--- config.mk ---
export PLATFORM = sky130hd
export DESIGN_NAME = lsu_lane_align
export DESIGN_NICKNAME = d
export VERILOG_FILES = /design/src/rtl/lsu_lane_pkg.sv /design/src/rtl/lsu_agen.sv /design/src/rtl/lsu_store_lanes.sv /design/src/rtl/lsu_load_extract.sv /design/src/rtl/lsu_lane_align.sv
export SDC_FILE = /design/constraint.sdc
export NUM_CORES = 1
export LEC_CHECK = 0
export BUFFER_PORTS_ARGS = -buffer_cell sky130_fd_sc_hd__buf_4
export CAP_MARGIN = 20
export CORE_MARGIN = 3
export CORE_UTILIZATION = 25
export CTS_CLUSTER_DIAMETER = 30
export DETAILED_ROUTE_END_ITERATION = 10
export GPL_TIMING_DRIVEN = 0
export PLACE_DENSITY = 0.48
export SLEW_MARGIN = 20
export SYNTH_ARGS = -nofsm -noshare
export SYNTH_HDL_FRONTEND = slang
export SYNTH_SLANG_ARGS = --single-unit
--- constraint.sdc ---
create_clock -name clk -period 2.75 [get_ports clk]
set_clock_uncertainty 0.05 [all_clocks]
set_input_delay 0.4125 -clock clk [delete_from_list [all_inputs] [get_ports clk]]
set_output_delay 0.4125 -clock clk [all_outputs]
set_load 0.1 [all_outputs]
--- src/rtl/lsu_lane_pkg.sv ---
package lsu_lane_pkg;

   // Access size codes carried on req_size
   typedef enum logic [1:0] {
      SZ_BYTE = 2'b00,
      SZ_HALF = 2'b01,
      SZ_WORD = 2'b10,
      SZ_RSVD = 2'b11
   } acc_size_e;

   // Register (and largest access) width in bits and bytes
   localparam int REG_W      = 32;
   localparam int REG_BYTES  = REG_W / 8;

   // Number of bytes touched by a size code
   function automatic int unsigned size_bytes(acc_size_e s);
      case (s)
         SZ_BYTE: return 1;
         SZ_HALF: return 2;
         default: return REG_BYTES;
      endcase
   endfunction

endpackage

--- src/rtl/lsu_agen.sv ---
module lsu_agen
   import lsu_lane_pkg::*;
#(
   parameter int ADDR_W = 32,
   parameter int OFFS_W = 16,
   parameter int LB     = 2
) (
   input  logic [ADDR_W-1:0] base,
   input  logic [OFFS_W-1:0] offset,
   input  acc_size_e         size,
   output logic [ADDR_W-1:0] word_addr,
   output logic [LB-1:0]     lane_off,
   output logic              aligned
);

   localparam int EXT_W = ADDR_W - OFFS_W;

   logic [ADDR_W-1:0] ea;

   assign ea        = base + {{EXT_W{offset[OFFS_W-1]}}, offset};
   assign word_addr = {ea[ADDR_W-1:LB], {LB{1'b0}}};
   assign lane_off  = ea[LB-1:0];

   always_comb begin
      case (size)
         SZ_BYTE: aligned = 1'b1;
         SZ_HALF: aligned = ~ea[0];
         SZ_WORD: aligned = (ea[1:0] == 2'b00);
         default: aligned = 1'b0;
      endcase
   end

endmodule

--- src/rtl/lsu_store_lanes.sv ---
module lsu_store_lanes
   import lsu_lane_pkg::*;
#(
   parameter int DATA_W = 32,
   parameter int LB     = 2
) (
   input  acc_size_e           size,
   input  logic [LB-1:0]       lane_off,
   input  logic [REG_W-1:0]    wdata,
   output logic [DATA_W/8-1:0] be,
   output logic [DATA_W-1:0]   data
);

   localparam int LANES = DATA_W / 8;
   localparam int CW    = LB + 2;

   logic [CW-1:0] first;
   logic [CW-1:0] last_x;

   assign first  = {2'b00, lane_off};
   assign last_x = first + CW'(size_bytes(size));

   for (genvar i = 0; i < LANES; i++) begin : g_lane
      localparam logic [CW-1:0] LI = CW'(i);
      assign be[i] = (LI >= first) && (LI < last_x);
      assign data[8*i +: 8] = (size == SZ_BYTE) ? wdata[7:0] :
                              (size == SZ_HALF) ? wdata[8*(i%2) +: 8] :
                                                  wdata[8*(i%REG_BYTES) +: 8];
   end

endmodule

--- src/rtl/lsu_load_extract.sv ---
module lsu_load_extract
   import lsu_lane_pkg::*;
#(
   parameter int DATA_W = 32,
   parameter int LB     = 2
) (
   input  logic [DATA_W-1:0] rdata,
   input  logic [LB-1:0]     lane_off,
   input  acc_size_e         size,
   input  logic              sgn,
   output logic [REG_W-1:0]  data
);

   logic [DATA_W-1:0] shifted;

   assign shifted = rdata >> {lane_off, 3'b000};

   always_comb begin
      case (size)
         SZ_BYTE: data = {{(REG_W-8){sgn & shifted[7]}}, shifted[7:0]};
         SZ_HALF: data = {{(REG_W-16){sgn & shifted[15]}}, shifted[15:0]};
         default: data = shifted[REG_W-1:0];
      endcase
   end

endmodule

--- src/rtl/lsu_lane_align.sv ---
module lsu_lane_align
   import lsu_lane_pkg::*;
#(
   parameter int ADDR_W = 32,
   parameter int OFFS_W = 16,
   parameter int DATA_W = 32
) (
   input  logic                clk,
   input  logic                rst_n,
   input  logic                req_valid,
   input  logic                req_store,
   input  logic [1:0]          req_size,
   input  logic                req_signed,
   input  logic [ADDR_W-1:0]   req_base,
   input  logic [OFFS_W-1:0]   req_offset,
   input  logic [REG_W-1:0]    req_wdata,
   output logic                mem_req,
   output logic                mem_we,
   output logic [ADDR_W-1:0]   mem_addr,
   output logic [DATA_W/8-1:0] mem_be,
   output logic [DATA_W-1:0]   mem_wdata,
   input  logic [DATA_W-1:0]   mem_rdata,
   output logic                misalign,
   output logic                ld_valid,
   output logic [REG_W-1:0]    ld_data
);

   localparam int LANES = DATA_W / 8;
   localparam int LB    = $clog2(LANES);

   // Elaboration-time parameter checks
   if (DATA_W < REG_W || (DATA_W & (DATA_W - 1)) != 0) begin : g_bad_data_w
      $error("lsu_lane_align: DATA_W must be a power of two of at least 32");
   end
   if (OFFS_W < 1 || OFFS_W >= ADDR_W) begin : g_bad_offs_w
      $error("lsu_lane_align: OFFS_W must lie between 1 and ADDR_W-1");
   end
   if (ADDR_W <= LB) begin : g_bad_addr_w
      $error("lsu_lane_align: ADDR_W too small for the lane count");
   end

   acc_size_e           sz;
   logic [ADDR_W-1:0]   word_addr;
   logic [LB-1:0]       lane_off;
   logic                aligned;
   logic [LANES-1:0]    st_be;
   logic [DATA_W-1:0]   st_data;
   logic                go;

   assign sz = acc_size_e'(req_size);
   assign go = req_valid & aligned;

   lsu_agen #(.ADDR_W(ADDR_W), .OFFS_W(OFFS_W), .LB(LB)) u_agen (
      .base      (req_base),
      .offset    (req_offset),
      .size      (sz),
      .word_addr (word_addr),
      .lane_off  (lane_off),
      .aligned   (aligned)
   );

   lsu_store_lanes #(.DATA_W(DATA_W), .LB(LB)) u_store (
      .size     (sz),
      .lane_off (lane_off),
      .wdata    (req_wdata),
      .be       (st_be),
      .data     (st_data)
   );

   // Request stage: drives the memory side
   logic          s1_load;
   logic [LB-1:0] s1_off;
   acc_size_e     s1_size;
   logic          s1_sgn;

   always_ff @(posedge clk or negedge rst_n) begin
      if (!rst_n) begin
         mem_req   <= 1'b0;
         mem_we    <= 1'b0;
         mem_be    <= '0;
         mem_addr  <= '0;
         mem_wdata <= '0;
         misalign  <= 1'b0;
         s1_load   <= 1'b0;
         s1_off    <= '0;
         s1_size   <= SZ_BYTE;
         s1_sgn    <= 1'b0;
      end else begin
         mem_req  <= go;
         mem_we   <= go & req_store;
         mem_be   <= go ? st_be : '0;
         misalign <= req_valid & ~aligned;
         s1_load  <= go & ~req_store;
         if (req_valid) begin
            mem_addr  <= word_addr;
            mem_wdata <= st_data;
            s1_off    <= lane_off;
            s1_size   <= sz;
            s1_sgn    <= req_signed;
         end
      end
   end

   // Return stage: lines up with the word coming back from memory
   logic          s2_load;
   logic [LB-1:0] s2_off;
   acc_size_e     s2_size;
   logic          s2_sgn;
   logic [REG_W-1:0] ext;

   always_ff @(posedge clk or negedge rst_n) begin
      if (!rst_n) begin
         s2_load <= 1'b0;
         s2_off  <= '0;
         s2_size <= SZ_BYTE;
         s2_sgn  <= 1'b0;
      end else begin
         s2_load <= s1_load;
         if (s1_load) begin
            s2_off  <= s1_off;
            s2_size <= s1_size;
            s2_sgn  <= s1_sgn;
         end
      end
   end

   lsu_load_extract #(.DATA_W(DATA_W), .LB(LB)) u_load (
      .rdata    (mem_rdata),
      .lane_off (s2_off),
      .size     (s2_size),
      .sgn      (s2_sgn),
      .data     (ext)
   );

   assign ld_valid = s2_load;
   assign ld_data  = s2_load ? ext : '0;

endmodule

# --- After elaboration in Yosys (flattened, before gate mapping) ---
# Cells that the tools add are included.
op_classes:
  n_addsub: 2
  order_cmp: 8
  n_eq_ne: 3
  n_shift: 1
  muxes: 10
  bitwise: 9
  reduce_logical: 7
ops:
  columns: ["operator", "count"]
  rows:
  - ["case mux 32 bit (2 select lines)", 1]
  - ["two-way mux 8 bit", 5]
  - ["adder 32 bit", 1]
  - ["two-way mux 32 bit", 1]
  - ["right shift 32 x 5 -> 32 bit", 1]
  - ["less-than comparator 1 x 4 -> 1 bit (first input constant)", 2]
  - ["less-than comparator 2 x 4 -> 1 bit (first input constant)", 2]
  - ["bitwise AND 1 bit", 6]
  - ["logical NOT 2 bit", 3]
  - ["case mux 3 bit (2 select lines)", 1]
  - ["adder 2 x 3 -> 4 bit", 1]
  - ["== test 2 x 1 -> 1 bit (second input constant)", 2]
  - [">= comparator 1 x 2 -> 1 bit (first input constant)", 2]
  - [">= comparator 2 bit (first input constant)", 2]
  - ["logical AND 1 bit", 4]
  - ["two-way mux 4 bit", 1]
  - ["inverter 1 bit", 3]
  - ["case mux 1 bit (3 select lines)", 1]
  - ["== test 2 bit (second input constant)", 1]
word_totals:
  ff_bits: 81
  input_bits: 119
  output_inout_bits: 104
  wordCells: 54

# --- Depth between registers and ports, before layout ---
logic_depth:
  ltp_word: 6
  ltp_mapped: 9
  depth_no_buf: 9

# --- Cells and area by module ---
# Synthesis repeated with hierarchy kept, for this count alone.
hier_totals:
  hier_cells: 627
  area_unflattened_um2: 6511.2
modules_own_cells:
  columns: ["module", "instances", "cells_per_inst", "area_per_inst_um2", "seq_area_each_um2"]
  rows:
  - ["lsu_lane_align", 1, 209, 3363.2, 2077.0]
  - ["lsu_agen", 1, 245, 1780.5, 0.0]
  - ["lsu_load_extract", 1, 106, 808.3, 0.0]
  - ["lsu_store_lanes", 1, 67, 559.3, 0.0]

# --- Worst setup path before layout ---
# No wires, ideal clock.
synth_path:
  kind: "flip-flop to output port"
  start: "register s2_load, in the netlist ld_valid"
  end: "output port ld_data[14]"
  t_arrival_ns: 3.528
  setup_slack_ns: -1.241
  stages_incl_launch_ff: 3
  cell_sequence: "dfrtp_1 clkbuf_1 a21boi_0"
synth_via:
  elab_chain_len: 1
synth_lines:
  columns: ["element", "line_no", "text"]
  rows:
  - ["start: declaration", "lsu_lane_align.sv:105", "logic s2_load;"]
  - ["start signal: assignment", "lsu_lane_align.sv:118", "s2_load <= s1_load;"]
  - ["two-way mux 32 bit", "lsu_lane_align.sv:136", "assign ld_data = s2_load ? ext : '0;"]
  - ["end: declaration", "lsu_lane_align.sv:25", "output logic [REG_W-1:0] ld_data"]
# Every way passes these cells.

# --- Worst setup path after layout ---
layout_path:
  start: "register s2_off[0]"
  end: "output port ld_data[16]"
layout_via:
  elab_chain_len: 4
  elab_cells_between_ends: 5
  classes_between: "shift (1); mux (2); bitwise (2)"
layout_lines:
  columns: ["element", "line_no", "text"]
  rows:
  - ["start: declaration", "lsu_lane_align.sv:106", "logic [LB-1:0] s2_off;"]
  - ["start signal: assignment", "lsu_lane_align.sv:120", "s2_off <= s1_off;"]
  - ["right shift 32 x 5 -> 32 bit (*)", "lsu_load_extract.sv:16", "assign shifted = rdata >> {lane_off, 3'b000};"]
  - ["bitwise AND 1 bit (on tied branches)", "lsu_load_extract.sv:21, lsu_load_extract.sv:20", null]
  - ["case mux 32 bit (2 select lines) (*)", "lsu_load_extract.sv:19", "case (size)"]
  - ["two-way mux 32 bit (*)", "lsu_lane_align.sv:136", null]
# Mark *: on every way between the ends. The rest lies on a longest branch, timed or not.

==> flow_summary.html <==
<table>
<tr><th>Metric</th><th>Value</th></tr>
<tr><th colspan="2">Routing</th></tr>
<tr><td>Number of DRC markers in iteration 0</td><td>220</td></tr>
<tr><td>Sum of met2 wire segment lengths after detailed routing</td><td>9870 um</td></tr>
<tr><td>Vias per cell</td><td>4.74</td></tr>
<tr><td>DR vias</td><td>5,712</td></tr>
<tr><td>Uppermost metal layer occupied by signal nets</td><td>met4</td></tr>
<tr><td>DRT met1 WL</td><td>9830 um</td></tr>
<tr><td>Residual DRC count</td><td>0</td></tr>
<tr><td>Post-detailed-routing wire length</td><td>~21,000 um</td></tr>
<tr><td>First-pass iteration count of the detailed router</td><td>5</td></tr>
<tr><td>Number of nets still failing antenna checks after routing</td><td>0</td></tr>
<tr><td>Total met3 wirelength after detailed routing</td><td>approximately 1400 um</td></tr>
<tr><td>Wire length per cell after detailed routing</td><td>~18 um</td></tr>
<tr><th colspan="2">GRT</th></tr>
<tr><td>Wire length of the first global-routing pass</td><td>between 30,000 and 40,000 um</td></tr>
<tr><td>Overall global routing resource usage</td><td>between 15 and 20%</td></tr>
<tr><td>Number of antenna violations at the first check in global routing</td><td>0</td></tr>
<tr><td>Maximum number of pins on one net before global-route repair</td><td>82</td></tr>
<tr><td>Vias in the first global route</td><td>5,882</td></tr>
<tr><td>Global route overflow</td><td>0</td></tr>
<tr><th colspan="2">Placement</th></tr>
<tr><td>Routability cong.</td><td>0.818</td></tr>
<tr><td>Port bufs</td><td>219</td></tr>
<tr><td>Dpl cells</td><td>1,182</td></tr>
<tr><td>Half-perimeter wire length of the detailed placement result</td><td>16,200 um</td></tr>
<tr><th colspan="2">Floorplanning</th></tr>
<tr><td>Std cell rows</td><td>55</td></tr>
<tr><td>Count of boundary I/O pins</td><td>223</td></tr>
<tr><td>Initial Util</td><td>between 20 and 30%</td></tr>
<tr><td>Vertical die dimension</td><td>roughly 160 um</td></tr>
<tr><td>Core footprint</td><td>about 23,000 um^2</td></tr>
<tr><td>Horizontal extent of the die</td><td>between 150 and 200 um</td></tr>
<tr><td>Die area</td><td>25,600 um^2</td></tr>
<tr><th colspan="2">Worst setup path</th></tr>
<tr><td>Largest driver fanout on the critical path</td><td>10</td></tr>
<tr><td>Cells along the critical path</td><td>buf_6 -&gt; mux2i_4 -&gt; a21oi_2 -&gt; mux2_2 -&gt; a21o_1 -&gt; nand2_4 -&gt; clkbuf_16 -&gt; nor2_2 -&gt; buf_12</td></tr>
<tr><td>Arrival time of data at the critical path endpoint</td><td>2.24 ns</td></tr>
<tr><td>Slowest stage delay, CP</td><td>0.39 ns</td></tr>
<tr><td>Sort of element at the end of the critical path</td><td>output pin</td></tr>
<tr><td>Required time of the critical path</td><td>~2.3 ns</td></tr>
<tr><td>Critical path type</td><td>reg -&gt; out</td></tr>
<tr><td>Cell with the biggest individual delay on the critical path</td><td>sky130_fd_sc_hd__dfrtp_1</td></tr>
<tr><td>Kind of start point of the critical path</td><td>flip-flop</td></tr>
<tr><th colspan="2">Power</th></tr>
<tr><td>PD cells</td><td>719 nW/um^2</td></tr>
<tr><td>Post-layout power</td><td>6.24 mW</td></tr>
<tr><td>Leakage component of the power</td><td>3.98 nW</td></tr>
<tr><td>Maximum ir drop on the vdd rail</td><td>0.339 mV</td></tr>
<tr><th colspan="2">Timing</th></tr>
<tr><td>Final sum of negative setup slack</td><td>0 ns</td></tr>
<tr><td>Actual slew at the worst max-slew pin</td><td>0.891 ns</td></tr>
<tr><td>Final slew viol count</td><td>0</td></tr>
<tr><td>RSZ-0062 raised after global routing</td><td>true</td></tr>
<tr><td>Worst slew slack as a fraction of its limit</td><td>40.6%</td></tr>
<tr><td>Period minus WS final</td><td>~2.7 ns</td></tr>
<tr><td>WHS</td><td>~0.055 ns</td></tr>
<tr><td>Final setup fails</td><td>0</td></tr>
<tr><td>Highest clock rate</td><td>between 0.3 and 0.4 GHz</td></tr>
<tr><td>Final Hold Violating Endpoints</td><td>0</td></tr>
<tr><td>Period Utilization, post-route</td><td>98.3%</td></tr>
<tr><th colspan="2">Clock network</th></tr>
<tr><td>Buffers from clock root to sink, at most</td><td>2</td></tr>
<tr><td>Worst-skew pair later-pin latency</td><td>0.34 ns</td></tr>
<tr><td>Num Clock Sinks</td><td>81</td></tr>
<tr><td>Hold Buf Count CTS</td><td>0</td></tr>
<tr><td>Clock buffer count from CTS</td><td>9</td></tr>
<tr><td>Buffer type at the clock tree root</td><td>sky130_fd_sc_hd__clkbuf_16</td></tr>
<tr><td>Clock tree from TritonCTS</td><td>yes</td></tr>
<tr><td>Clock-pin transition on the worst setup and hold timing paths</td><td>0.06 ns</td></tr>
<tr><td>Maximum level of the CTS H-tree</td><td>3</td></tr>
<tr><th colspan="2">Finish</th></tr>
<tr><td>Antenna diode count</td><td>0</td></tr>
<tr><td>Final-stage net count</td><td>approximately 1,000</td></tr>
<tr><td>Final instance count without filler cells</td><td>~1,200</td></tr>
<tr><td>Utilization of the core after routing</td><td>37.8%</td></tr>
<tr><td>Area grow syn2layout</td><td>46.2%</td></tr>
<tr><td>Layout cells sized above 1</td><td>roughly 39%</td></tr>
<tr><th colspan="2">Synthesis</th></tr>
<tr><td>Cells after synthesis</td><td>649</td></tr>
<tr><td>#FFs+latches synth</td><td>81</td></tr>
<tr><td>Post-synthesis async set-or-reset flop share</td><td>100%</td></tr>
<tr><td>Share of synthesized area occupied by flip-flops and latches</td><td>34.1%</td></tr>
<tr><td>Total number of yosys warnings</td><td>0</td></tr>
<tr><td>Leading register cell type out of synthesis</td><td>sky130_fd_sc_hd__dfrtp_1</td></tr>
<tr><td>Netlist cell types</td><td>60</td></tr>
<tr><td>Number of enable flip-flop cells after synthesis</td><td>0</td></tr>
<tr><td>Syn Std Cell Area</td><td>approximately 5900 um^2</td></tr>
<tr><td>Average cell area after synthesis</td><td>9.15 um^2</td></tr>
<tr><th colspan="2">Run status</th></tr>
<tr><td>Outcome</td><td>completed</td></tr>
<tr><th colspan="2">Worst hold path</th></tr>
<tr><td>Type of the worst min-delay path</td><td>in -&gt; async</td></tr>
<tr><th colspan="2">Run</th></tr>
<tr><td>Max-cap violations</td><td>0</td></tr>
</table>
==> timing repair <==
item	in CTS	in global routing
gates resized for setup	32	32
pin swaps	6	5
buffers inserted	8	1
endpoints found under the setup margin	32	30
==> cells in the final DEF, fill, tap and decap left out, types with 10 or more instances in the layout <==
master and instances:
sky130_fd_sc_hd__a21o_1 11, sky130_fd_sc_hd__a21oi_1 50, sky130_fd_sc_hd__buf_12 12, sky130_fd_sc_hd__buf_4 215, sky130_fd_sc_hd__clkbuf_1 25, sky130_fd_sc_hd__clkbuf_16 10
sky130_fd_sc_hd__dfrtp_1 80, sky130_fd_sc_hd__ha_1 32, sky130_fd_sc_hd__mux2_2 52, sky130_fd_sc_hd__mux2i_1 40, sky130_fd_sc_hd__nand2_1 70, sky130_fd_sc_hd__nor2_1 42
sky130_fd_sc_hd__nor3_1 11, sky130_fd_sc_hd__o21a_1 16, sky130_fd_sc_hd__o21ai_0 31, sky130_fd_sc_hd__xnor2_1 14
==> path summary, 6_finish.rpt <==
check | to | depth (start not counted) | start | slack, ns
worst max-delay path | ld_data[16] | 9 | s2_off[0] | 0.05
worst min-delay path | mem_addr[12] | 1 | rst_n | 0.06
worst max register to register | s2_off[1] | 2 | s2_off[1] | 1.42
worst min register to register | mem_addr[27] | 2 | mem_addr[27] | 0.44
max in group asynchronous | s2_off[1] | 1 | rst_n | 1.96
min in group clk | s1_load | 2 | req_store | 0.18
==> area by class of cell <==
class,instances,area (um^2)
plain buffers,37,188
clock buffers,12,246
clock inverters,4,28.8
fillers,2445,14300
inverters,7,26.3
multi-input cells,522,3880
flip-flops and latches,81,2030
well taps,313,392
repair buffers,228,1890
==> where the power goes <==
part           internal [mW]  total [mW]  switching (mW)
Clock                  0.638        1.16           0.517
Sequential              1.39        1.52           0.129
Combinational           1.04        3.56            2.53
==> through the flow <==
step,setup WS [ns],area [um^2]
2_1_floorplan,-0.285,6040
3_3_place_gp,-0.496,8070
3_5_place_dp,-0.492,8080
4_1_cts,0.00277,8550
5_1_grt,-0.0629,8680
6_report,0.0467,8680
==> cells by family after synthesis <==
group / share of synthesized area, %
and+or+nand+nor: 14.0
muxes: 16.8
adders and majority gates: 7.63
xor gates and xnor gates: 3.25
DFF: 34.1
buffers and inverters: 3.29
AOI/OAI and AO/OA: 20.9
other: 0.0632
==> cell usage after synthesis (7+ instances only) <==
master / instances / area, um^2
sky130_fd_sc_hd__clkbuf_1: 27 / 101
sky130_fd_sc_hd__mux2i_1: 41 / 410
sky130_fd_sc_hd__o211a_1: 7 / 70.1
sky130_fd_sc_hd__mux2_2: 52 / 586
sky130_fd_sc_hd__a21oi_1: 59 / 295
sky130_fd_sc_hd__o21ai_0: 32 / 160
sky130_fd_sc_hd__nor2b_1: 9 / 56.3
sky130_fd_sc_hd__nor2_1: 51 / 191
sky130_fd_sc_hd__a21o_1: 11 / 82.6
sky130_fd_sc_hd__nand3_1: 7 / 35.0
sky130_fd_sc_hd__a21boi_0: 9 / 67.6
sky130_fd_sc_hd__xnor2_1: 14 / 123
sky130_fd_sc_hd__a211oi_1: 9 / 67.6
sky130_fd_sc_hd__ha_1: 33 / 413
sky130_fd_sc_hd__o21a_1: 16 / 120
sky130_fd_sc_hd__o211ai_1: 7 / 52.6
sky130_fd_sc_hd__xor2_1: 8 / 70.1
sky130_fd_sc_hd__nand2_1: 71 / 267
sky130_fd_sc_hd__dfrtp_1: 81 / 2030
sky130_fd_sc_hd__o31ai_1: 9 / 67.6
sky130_fd_sc_hd__nor3_1: 11 / 55.1
==> worst max-delay path, delay by kind of cell, from the launching register on <==
family | cells | cell delay [ns]
compound gates | 2 | 0.34
buf+inv | 3 | 0.54
flops | 1 | 0.39
mux | 2 | 0.37
simple gates | 2 | 0.26
==> per-layer routing <==
metal	track usage, %	up-vias
li1	-	2846
met4	3.47	0
met2	26.5	157
met3	4.62	21
met1	21.7	2688
met5	0	-
==> state kept, by name (all words and copies together), names as in the netlist, 2 cells and up <==
register	cells
s2_off	2
s1_off	2
mem_be	4
mem_addr	30
s1_size	2
s2_size	2
mem_wdata	32
(Power assumes the default switching activity.)
